[src/rtl/pps_pkg.sv]
package pps_pkg;

    localparam int ADDR_W = 8;
    localparam int DATA_W = 8;
    localparam int SLOT_W = 3;
    localparam int NSLOT  = 1 << SLOT_W;
    localparam int BASE_W = ADDR_W - SLOT_W;

    typedef enum logic [1:0] {
        SEQ_IDLE   = 2'd0,
        SEQ_COMMIT = 2'd1,
        SEQ_HOLD   = 2'd2
    } seq_state_e;

    typedef enum logic [1:0] {
        FILL_NONE = 2'd0,
        FILL_ONE  = 2'd1,
        FILL_MANY = 2'd2
    } fill_e;

    typedef struct packed {
        logic              we;
        logic [ADDR_W-1:0] addr;
        logic [DATA_W-1:0] data;
    } arr_wr_t;

    function automatic fill_e fill_step(input fill_e cur);
        return (cur == FILL_NONE) ? FILL_ONE : FILL_MANY;
    endfunction

    function automatic logic [ADDR_W-1:0] page_addr(input logic [BASE_W-1:0] base,
                                                   input logic [SLOT_W-1:0] slot);
        return {base, slot};
    endfunction

endpackage

[src/rtl/pps_page_buffer.sv]
module pps_page_buffer
    import pps_pkg::*;
(
    input  logic              clk,
    input  logic              rst,
    input  logic              accept,
    input  logic              discard,
    input  logic              release_buf,
    input  logic              addr_load,
    input  logic [ADDR_W-1:0] addr_in,
    input  logic              byte_vld,
    input  logic [DATA_W-1:0] byte_in,
    input  logic [SLOT_W-1:0] rd_slot,
    output logic [BASE_W-1:0] page_base,
    output logic [SLOT_W-1:0] first_slot,
    output logic [NSLOT-1:0]  slot_valid,
    output fill_e             fill,
    output logic [DATA_W-1:0] rd_data
);

    logic [SLOT_W-1:0]             wr_idx;
    logic [NSLOT-1:0][DATA_W-1:0]  slot_data;
    logic                          take_byte;

    assign take_byte = accept && !discard && !addr_load && byte_vld;

    always_ff @(posedge clk) begin
        if (rst) begin
            wr_idx     <= '0;
            page_base  <= '0;
            first_slot <= '0;
            slot_valid <= '0;
            fill       <= FILL_NONE;
        end else if (release_buf) begin
            slot_valid <= '0;
            fill       <= FILL_NONE;
        end else if (accept) begin
            if (discard) begin
                slot_valid <= '0;
                fill       <= FILL_NONE;
            end else if (addr_load) begin
                page_base  <= addr_in[ADDR_W-1:SLOT_W];
                wr_idx     <= addr_in[SLOT_W-1:0];
                first_slot <= addr_in[SLOT_W-1:0];
                slot_valid <= '0;
                fill       <= FILL_NONE;
            end else if (byte_vld) begin
                slot_valid[wr_idx] <= 1'b1;
                wr_idx             <= wr_idx + 1'b1;
                fill               <= fill_step(fill);
            end
        end
    end

    for (genvar g = 0; g < NSLOT; g++) begin : g_slot
        logic [DATA_W-1:0] q;
        always_ff @(posedge clk) begin
            if (take_byte && (wr_idx == SLOT_W'(g))) begin
                q <= byte_in;
            end
        end
        assign slot_data[g] = q;
    end

    assign rd_data = slot_data[rd_slot];

endmodule

[src/rtl/pps_prog_seq.sv]
module pps_prog_seq
    import pps_pkg::*;
#(
    parameter int PROG_CYCLES = 4096
) (
    input  logic              clk,
    input  logic              rst,
    input  logic              stop_evt,
    input  logic              rstart_evt,
    input  fill_e             fill,
    input  logic [SLOT_W-1:0] first_slot,
    input  logic [NSLOT-1:0]  slot_valid,
    input  logic [BASE_W-1:0] page_base,
    input  logic [DATA_W-1:0] rd_data,
    output logic              busy,
    output logic              done,
    output logic [SLOT_W-1:0] rd_slot,
    output arr_wr_t           wr
);

    localparam int TMR_W = (PROG_CYCLES > 1) ? $clog2(PROG_CYCLES) : 1;

    seq_state_e        state;
    logic [TMR_W-1:0]  tmr;
    logic [SLOT_W-1:0] slot;
    logic              single;
    logic              go;

    assign go = stop_evt && !rstart_evt && (state == SEQ_IDLE) && (fill != FILL_NONE);

    always_ff @(posedge clk) begin
        if (rst) begin
            state  <= SEQ_IDLE;
            tmr    <= '0;
            slot   <= '0;
            single <= 1'b0;
        end else if (state == SEQ_IDLE) begin
            if (go) begin
                state  <= SEQ_COMMIT;
                tmr    <= TMR_W'(PROG_CYCLES - 1);
                single <= (fill == FILL_ONE);
                slot   <= (fill == FILL_ONE) ? first_slot : '0;
            end
        end else if (tmr == '0) begin
            state <= SEQ_IDLE;
        end else begin
            tmr <= tmr - 1'b1;
            if (state == SEQ_COMMIT) begin
                slot <= slot + 1'b1;
                if (single || slot == SLOT_W'(NSLOT - 1)) begin
                    state <= SEQ_HOLD;
                end
            end
        end
    end

    assign busy    = (state != SEQ_IDLE);
    assign done    = busy && (tmr == '0);
    assign rd_slot = slot;

    always_comb begin
        wr.we   = (state == SEQ_COMMIT) && slot_valid[slot];
        wr.addr = page_addr(page_base, slot);
        wr.data = rd_data;
    end

endmodule

[src/rtl/pps_wear_ctr.sv]
module pps_wear_ctr #(
    parameter int WEAR_W = 16
) (
    input  logic              clk,
    input  logic              rst,
    input  logic              bump,
    output logic [WEAR_W-1:0] count
);

    always_ff @(posedge clk) begin
        if (rst) begin
            count <= '0;
        end else if (bump && !(&count)) begin
            count <= count + 1'b1;
        end
    end

endmodule

[src/rtl/page_prog_sequencer.sv]
module page_prog_sequencer
    import pps_pkg::*;
#(
    parameter int PROG_CYCLES = 4096,
    parameter int WEAR_W      = 16
) (
    input  logic              clk,
    input  logic              rst,
    input  logic              addr_load,
    input  logic [7:0]        addr_in,
    input  logic              byte_vld,
    input  logic [7:0]        byte_in,
    input  logic              stop_evt,
    input  logic              rstart_evt,
    output logic              busy,
    output logic              mem_we,
    output logic [7:0]        mem_addr,
    output logic [7:0]        mem_wdata,
    output logic [WEAR_W-1:0] wear_count
);

    logic [BASE_W-1:0] page_base;
    logic [SLOT_W-1:0] first_slot;
    logic [NSLOT-1:0]  slot_valid;
    fill_e             fill;
    logic [DATA_W-1:0] rd_data;
    logic [SLOT_W-1:0] rd_slot;
    logic              done;
    arr_wr_t           wr;

    pps_page_buffer u_buf (
        .clk         (clk),
        .rst         (rst),
        .accept      (!busy),
        .discard     (rstart_evt),
        .release_buf (done),
        .addr_load   (addr_load),
        .addr_in     (addr_in),
        .byte_vld    (byte_vld),
        .byte_in     (byte_in),
        .rd_slot     (rd_slot),
        .page_base   (page_base),
        .first_slot  (first_slot),
        .slot_valid  (slot_valid),
        .fill        (fill),
        .rd_data     (rd_data)
    );

    pps_prog_seq #(.PROG_CYCLES(PROG_CYCLES)) u_seq (
        .clk        (clk),
        .rst        (rst),
        .stop_evt   (stop_evt),
        .rstart_evt (rstart_evt),
        .fill       (fill),
        .first_slot (first_slot),
        .slot_valid (slot_valid),
        .page_base  (page_base),
        .rd_data    (rd_data),
        .busy       (busy),
        .done       (done),
        .rd_slot    (rd_slot),
        .wr         (wr)
    );

    pps_wear_ctr #(.WEAR_W(WEAR_W)) u_wear (
        .clk   (clk),
        .rst   (rst),
        .bump  (done),
        .count (wear_count)
    );

    assign mem_we    = wr.we;
    assign mem_addr  = wr.addr;
    assign mem_wdata = wr.data;

endmodule

[config.mk]
export PLATFORM = sky130hd
export DESIGN_NAME = page_prog_sequencer
export DESIGN_NICKNAME = d
export VERILOG_FILES = /design/src/rtl/pps_pkg.sv /design/src/rtl/pps_page_buffer.sv /design/src/rtl/pps_prog_seq.sv /design/src/rtl/pps_wear_ctr.sv /design/src/rtl/page_prog_sequencer.sv
export SDC_FILE = /design/constraint.sdc
export NUM_CORES = 1
export LEC_CHECK = 0
export CAP_MARGIN = 20
export CORE_ASPECT_RATIO = 2
export CORE_UTILIZATION = 45
export DETAILED_ROUTE_END_ITERATION = 7
export MAX_ROUTING_LAYER = met4
export PLACE_DENSITY = 0.66
export SYNTH_ARGS = -nofsm -noshare
export SYNTH_HDL_FRONTEND = slang
export SYNTH_HIERARCHICAL = 1
export SYNTH_SLANG_ARGS = --single-unit
[constraint.sdc]
create_clock -name clk -period 4 [get_ports clk]
set_clock_uncertainty 0.2 [all_clocks]
set_input_delay 0.8 -clock clk [delete_from_list [all_inputs] [get_ports clk]]
set_output_delay 0.8 -clock clk [all_outputs]
set_load 0.03 [all_outputs]
# After elaboration in Yosys (flattened, before gate mapping)
# Cells that the tools add are included.
# word_totals
register_bits	119
in_bits	22
output_inout_bits	34
word_cells	112
# op_classes
addsub	4
magnitude_cmp	3
n_eq_ne	12
mux	28
bitwise_logic	4
n_reduce_logical	43
# op_table
op	n
$mux 12	3
$mux 8	4
$bmux 8 s3	1
$mux 3	7
$logic_and 1x1->1	18
$mux 2	9
$add 16x1->16 const B	1
$reduce_and 16->1	1
$eq 3x3->1 const B	5
$logic_not 12->1	1
$sub 12x1->12 const B	1
$reduce_bool 3->1	3
$lt 3x4->1 const B	2
$or 8x8->8	1
$reduce_and 4->1	2
$reduce_bool 2->1	4
$add 3x1->3 const B	2
$eq 3x2->1 const B	2
$reduce_and 2->1	3
$reduce_and 3->1	2
$eq 2x1->1 const B	2
$logic_not 1->1	4
$logic_not 2->1	2
$ne 2x1->1 const B	2
other kinds (9)	12

# Depth between registers and ports, before layout
# Gate-level depths: netlist of run 1.
# logic_depth
depth_word	8
mapped_depth	11
mapped_depth_nobuf	9

# Cells and area by module
# Netlist of run 1, hierarchy kept.
# modules_own_cells
module	n_inst	cells_each	area_per_inst_um2	seq_area_each_um2
pps_page_buffer	1	199	3369.5	2342.2
pps_prog_seq	1	131	1174.9	360.3
pps_wear_ctr	1	96	833.3	320.3
page_prog_sequencer	1	1	3.8	0.0

# Least setup slack after synthesis of run 1
# Ideal clock, no wire load.
# synth_path
path_kind	register -> register
start	reg u_seq.tmr[0]
end	reg u_wear.count[15]
setup_ps	121
arrival_ps	2756
required_time_ps	3679
path_slack_ps	923
stages_incl_launch_ff	12
n_path_buf	2
period_less_slack_ps	3077
path_cell_list	dfxtp_1 > inv_1 > ha_1 > nor3b_1 > nand4_1 > buf_2 > nor2_1 > nand2_1 > or3_1 > clkbuf_2 > nor4_1 > mux2_2
# synth_via
elab_chain_len	3
# synth_lines
item	line	text
start: declaration	pps_prog_seq.sv:24	logic [TMR_W-1:0] tmr;
start signal: assignment	pps_prog_seq.sv:40	tmr <= TMR_W'(PROG_CYCLES - 1);
start signal: assignment	pps_prog_seq.sv:47	tmr <= tmr - 1'b1;
$logic_not 12->1	pps_prog_seq.sv:58	assign done = busy && (tmr == '0);
$logic_and 1x1->1	pps_prog_seq.sv:58	
named net done	page_prog_sequencer.sv:28	logic done;
$logic_and 1x1->1	pps_wear_ctr.sv:13	end else if (bump && !(&count)) begin
end signal: assignment	pps_wear_ctr.sv:14	count <= count + 1'b1;
end: declaration	pps_wear_ctr.sv:7	output logic [WEAR_W-1:0] count
# The timed path passes the listed nets, and every way through them passes these cells.
# A chain may end at the register's enable or synchronous reset.

# Final worst setup path of run 1
# layout_path
start	reg u_seq.slot[1] (netlist: u_seq/rd_slot[1])
end	out mem_wdata[6]
# layout_via
elab_chain_len	2
# layout_lines
item	line	text
start: declaration	pps_prog_seq.sv:25	logic [SLOT_W-1:0] slot;
start signal: assignment	pps_prog_seq.sv:42	slot <= (fill == FILL_ONE) ? first_slot : '0;
start signal: assignment	pps_prog_seq.sv:49	slot <= slot + 1'b1;
$bmux 8 s3	pps_page_buffer.sv:65	assign rd_data = slot_data[rd_slot];
$mux 8 (implied by the code)	pps_page_buffer.sv:65	
end: declaration	page_prog_sequencer.sv:18	output logic [7:0] mem_wdata,
# Every way passes these cells. The select of a mux whose other input is x is not followed.

==> results.py, run 1 <==
metrics = {
    "outcome": {
        "outcome": "completed",
    },
    "route": {
        "num_vias": 3691,
        "wl_per_cell_um": 18.7,
        "routed_via_density": 5.83,
        "drc": 0,
        "drt_iter0_drc": 223,
        "routed_wl_mm": 11.8,
        "dr.pass1.iters": 4,
        "ant_nets": 0,
    },
    "setup_path": {
        "crit_path_max_fanout": 21,
        "end_kind": "output port",
        "cp_slowest_stage_delay_ns": 0.59,
        "crit_buf_inv": 2,
        "required_ns": 3.00,
        "crit_chain": "buf_4 -> mux4_2 -> mux2_2 -> clkdlybuf4s50_1",
        "criticalPathCategory": "reg2out",
        "critPathTopFamily": "buffers and inverters",
        "critical-path-slowest-cell": "clkdlybuf4s50_1",
        "cp.arrival_ns": 2.50,
        "start_kind": "flop",
    },
    "place": {
        "routabilityCongestion": 0.851,
        "placed_cell_area_sq_um": 5970,
        "dp_hpwl_mm": 8.54,
        "dp_cells": 602,
        "portBuffers": 55,
    },
    "synth": {
        "yosys.area.top_type": "edfxtp_1",
        "synth_seq_cells": 119,
        "synth.most_common_cell": "edfxtp_1",
        "ys_seq_area_frac": 0.562,
        "postSynthNetCount": 460,
        "synthCells": 427,
        "yosysWarningCount": 6,
        "netlist_top_cells_area": "edfxtp_1 36%, dfxtp_1 20%, mux4_2 7.5%, buf_4 2.7%, nor2_1 2.7%",
        "synth_top_area_frac": 0.357,
        "yosys-top-cells-count": "64 x edfxtp_1, 55 x dfxtp_1, 38 x nor2_1, 19 x buf_4, 18 x mux4_2",
        "synth-edff-count": 64,
        "synth_flop_cell": "edfxtp_1",
        "synth.distinct_cells": 61,
        "synthArstFlopShare": 0,
        "syn_area_sq_um": 5380,
        "syn_avg_cell_area_sq_um": 12.6,
    },
    "clock_tree": {
        "cts_htree_levels": 4,
        "root_buffer": "clkbuf_16",
        "cts_setup_buffers": 0,
        "numCtsBuffers": 17,
        "worstSkewPairLatency_ns": 0.40,
        "clock_sinks": 119,
        "path_clk_slew_ns": 0.05,
        "cts_tree": "yes",
        "cts_buffer_depth": 2,
        "cts-resized-gates": 0,
        "cts_hold_repair.buffers": 0,
    },
    "die": {
        "die_h_um": 157,
        "rows": 56,
        "coreArea_sq_um": 11700,
        "dieWidth_um": 79.3,
        "pin_count": 56,
        "start_util": 0.460,
        "die-area_sq_um": 12400,
    },
    "layout": {
        "n_fill_cell": 962,
        "antenna_cells": 0,
        "fin_area_sq_um": 6520,
        "final_cell_count_no_fill": 633,
        "syn2layout_area_growth_pct": 21.1,
        "drive_gt1_frac": 0.162,
        "fin_nets": 509,
    },
    "power_and_ir_drop": {
        "cellLeakagePower_nw": 2.20,
        "pwr-share-clk": 0.484,
        "combPwrFrac": 0.061,
        "p_sw_mw": 0.607,
        "seqPwrFrac": 0.456,
        "vdd_drop_max_mv": 0.319,
        "powerDensity_nw_per_um2": 443,
        "swShare": 0.210,
        "p_int_mw": 2.28,
    },
    "global_routing": {
        "grt_max_degree": 22,
        "grt_antenna_before_repair": 0,
        "grt_pass1_wl_mm": 19.0,
        "grt_overflow": 0,
        "grt_pass1_vias": 3830,
        "track_usage": 0.213,
    },
    "hold_path": {
        "hold_class": "reg2reg",
    },
    "run": {
        "max-cap-violations": 0,
    },
    "timing": {
        "max_clock_freq_mhz": 285,
        "worst_pin_slew_ns": 0.794,
        "rsz0062_at_grt": "false",
        "fin_crit_ns": 3.50,
        "hold_viol": 0,
        "drv_slew": 0,
        "finalSetupTns_ns": 0,
        "finalSetupViolations": 0,
        "fin_crit_sh": 0.876,
        "max_slew_margin": 0.465,
    },
}
-- layout by cell type (no fill, tap or decap), types with 9 or more instances in the layout --
| master | count |
|---|---|
| a31oi_1 | 12 |
| buf_4 | 9 |
| clkbuf_16 | 17 |
| clkdlybuf4s50_1 | 55 |
| dfxtp_1 | 55 |
| edfxtp_1 | 64 |
| ha_1 | 11 |
| inv_1 | 17 |
| mux2_2 | 10 |
| mux2i_1 | 12 |
| mux4_2 | 18 |
| nand2_1 | 13 |
| nor2_1 | 38 |
| nor3_1 | 10 |
| o21ai_0 | 11 |
-- metal layers --
metal / global-route usage / share of wire
met5: - / 0
met4: 0.113 / 0.023
met3: 0.0420 / 0.021
met2: 0.401 / 0.59
met1: 0.194 / 0.36
-- registers in the layout (all words and copies together) (netlist names) --
signal / flops
u_buf/fill: 2
u_buf/first_slot: 3
u_buf/g_slot.q: 64
u_buf/page_base: 5
u_buf/slot_valid: 8
u_buf/wr_idx: 3
u_seq/rd_slot: 3
u_seq/single: 1
u_seq/state: 2
u_seq/tmr: 12
u_wear/count: 16
-- stage by stage --
step / setup WS (ns) / power, mW / hold slack (ns) / utilization
after detailed placement: 0.855 / 1.52 / 0.264 / 0.510
after global placement: 0.905 / 1.51 / 0.251 / 0.510
after global routing: 0.375 / 2.99 / 0.303 / 0.557
after floorplan: 0.923 / 1.45 / 0.232 / -
final: 0.496 / 2.89 / 0.278 / 0.557
after CTS: 0.458 / 2.92 / 0.280 / 0.557
-- final timing paths --
check	start	to	slack [ns]	cells past startpoint
worst max-delay path	u_seq/rd_slot[1]$_SDFFE_PP0P_	mem_wdata[6]	0.50	4
worst min-delay path	u_buf/slot_valid[6]$_SDFFE_PP0P_	u_buf/slot_valid[6]$_SDFFE_PP0P_	0.28	2
worst max register to register	u_seq/tmr[0]$_SDFFE_PP0P_	u_wear/count[15]$_SDFFE_PP0P_	0.87	9
worst min register to register	u_buf/slot_valid[6]$_SDFFE_PP0P_	u_buf/slot_valid[6]$_SDFFE_PP0P_	0.28	2
-- cell type report --
cell class	count	area (sq um)	area share
flip-flops and latches	119	3020	0.464
multi-input cells	257	2090	0.320
repair buffers	64	618	0.0948
clock buffers	20	437	0.0670
well taps	145	181	0.0278
clock inverters	11	109	0.0167
inverters	17	63.8	0.00979
-- cell families (layout without fill, tap and decap cells) --
logic type | count (synthesis) | in the layout | share of synthesized area
DFF | 119 | 119 | 0.562
adders and majority gates | 11 | 11 | 0.0256
AOI/OAI and AO/OA | 74 | 74 | 0.101
xor gates and xnor gates | 3 | 3 | 0.00488
and+or+nand+nor | 129 | 129 | 0.137
muxes | 40 | 40 | 0.119
buffers and inverters | 51 | 112 | 0.0516
-- power by group through the flow --
stage	clock network, mW	logic (mW)	registers (mW)
4_1_cts	1.42	0.177	1.32
5_1_grt	1.48	0.190	1.32
6_report	1.40	0.175	1.32
3_5_place_dp	0	0.176	1.34
2_1_floorplan	0	0.114	1.34
3_3_place_gp	0	0.172	1.34
-- tightest hold or removal path, stage by stage (launching register included) --
cell	delay [ns]
dfxtp_1	0.33
a41oi_1	0.05
nor2_1	0.07
Note: power is estimated with default switching activity, not from simulation.
==> inputs of run 2 (changes only) <==
Settings changed: HOLD_SLACK_MARGIN set to 0.05, SLEW_MARGIN set to 20.
==> results of run 2 <==
Same layout as run 1: the final DEF is identical, and so are final timing and power.
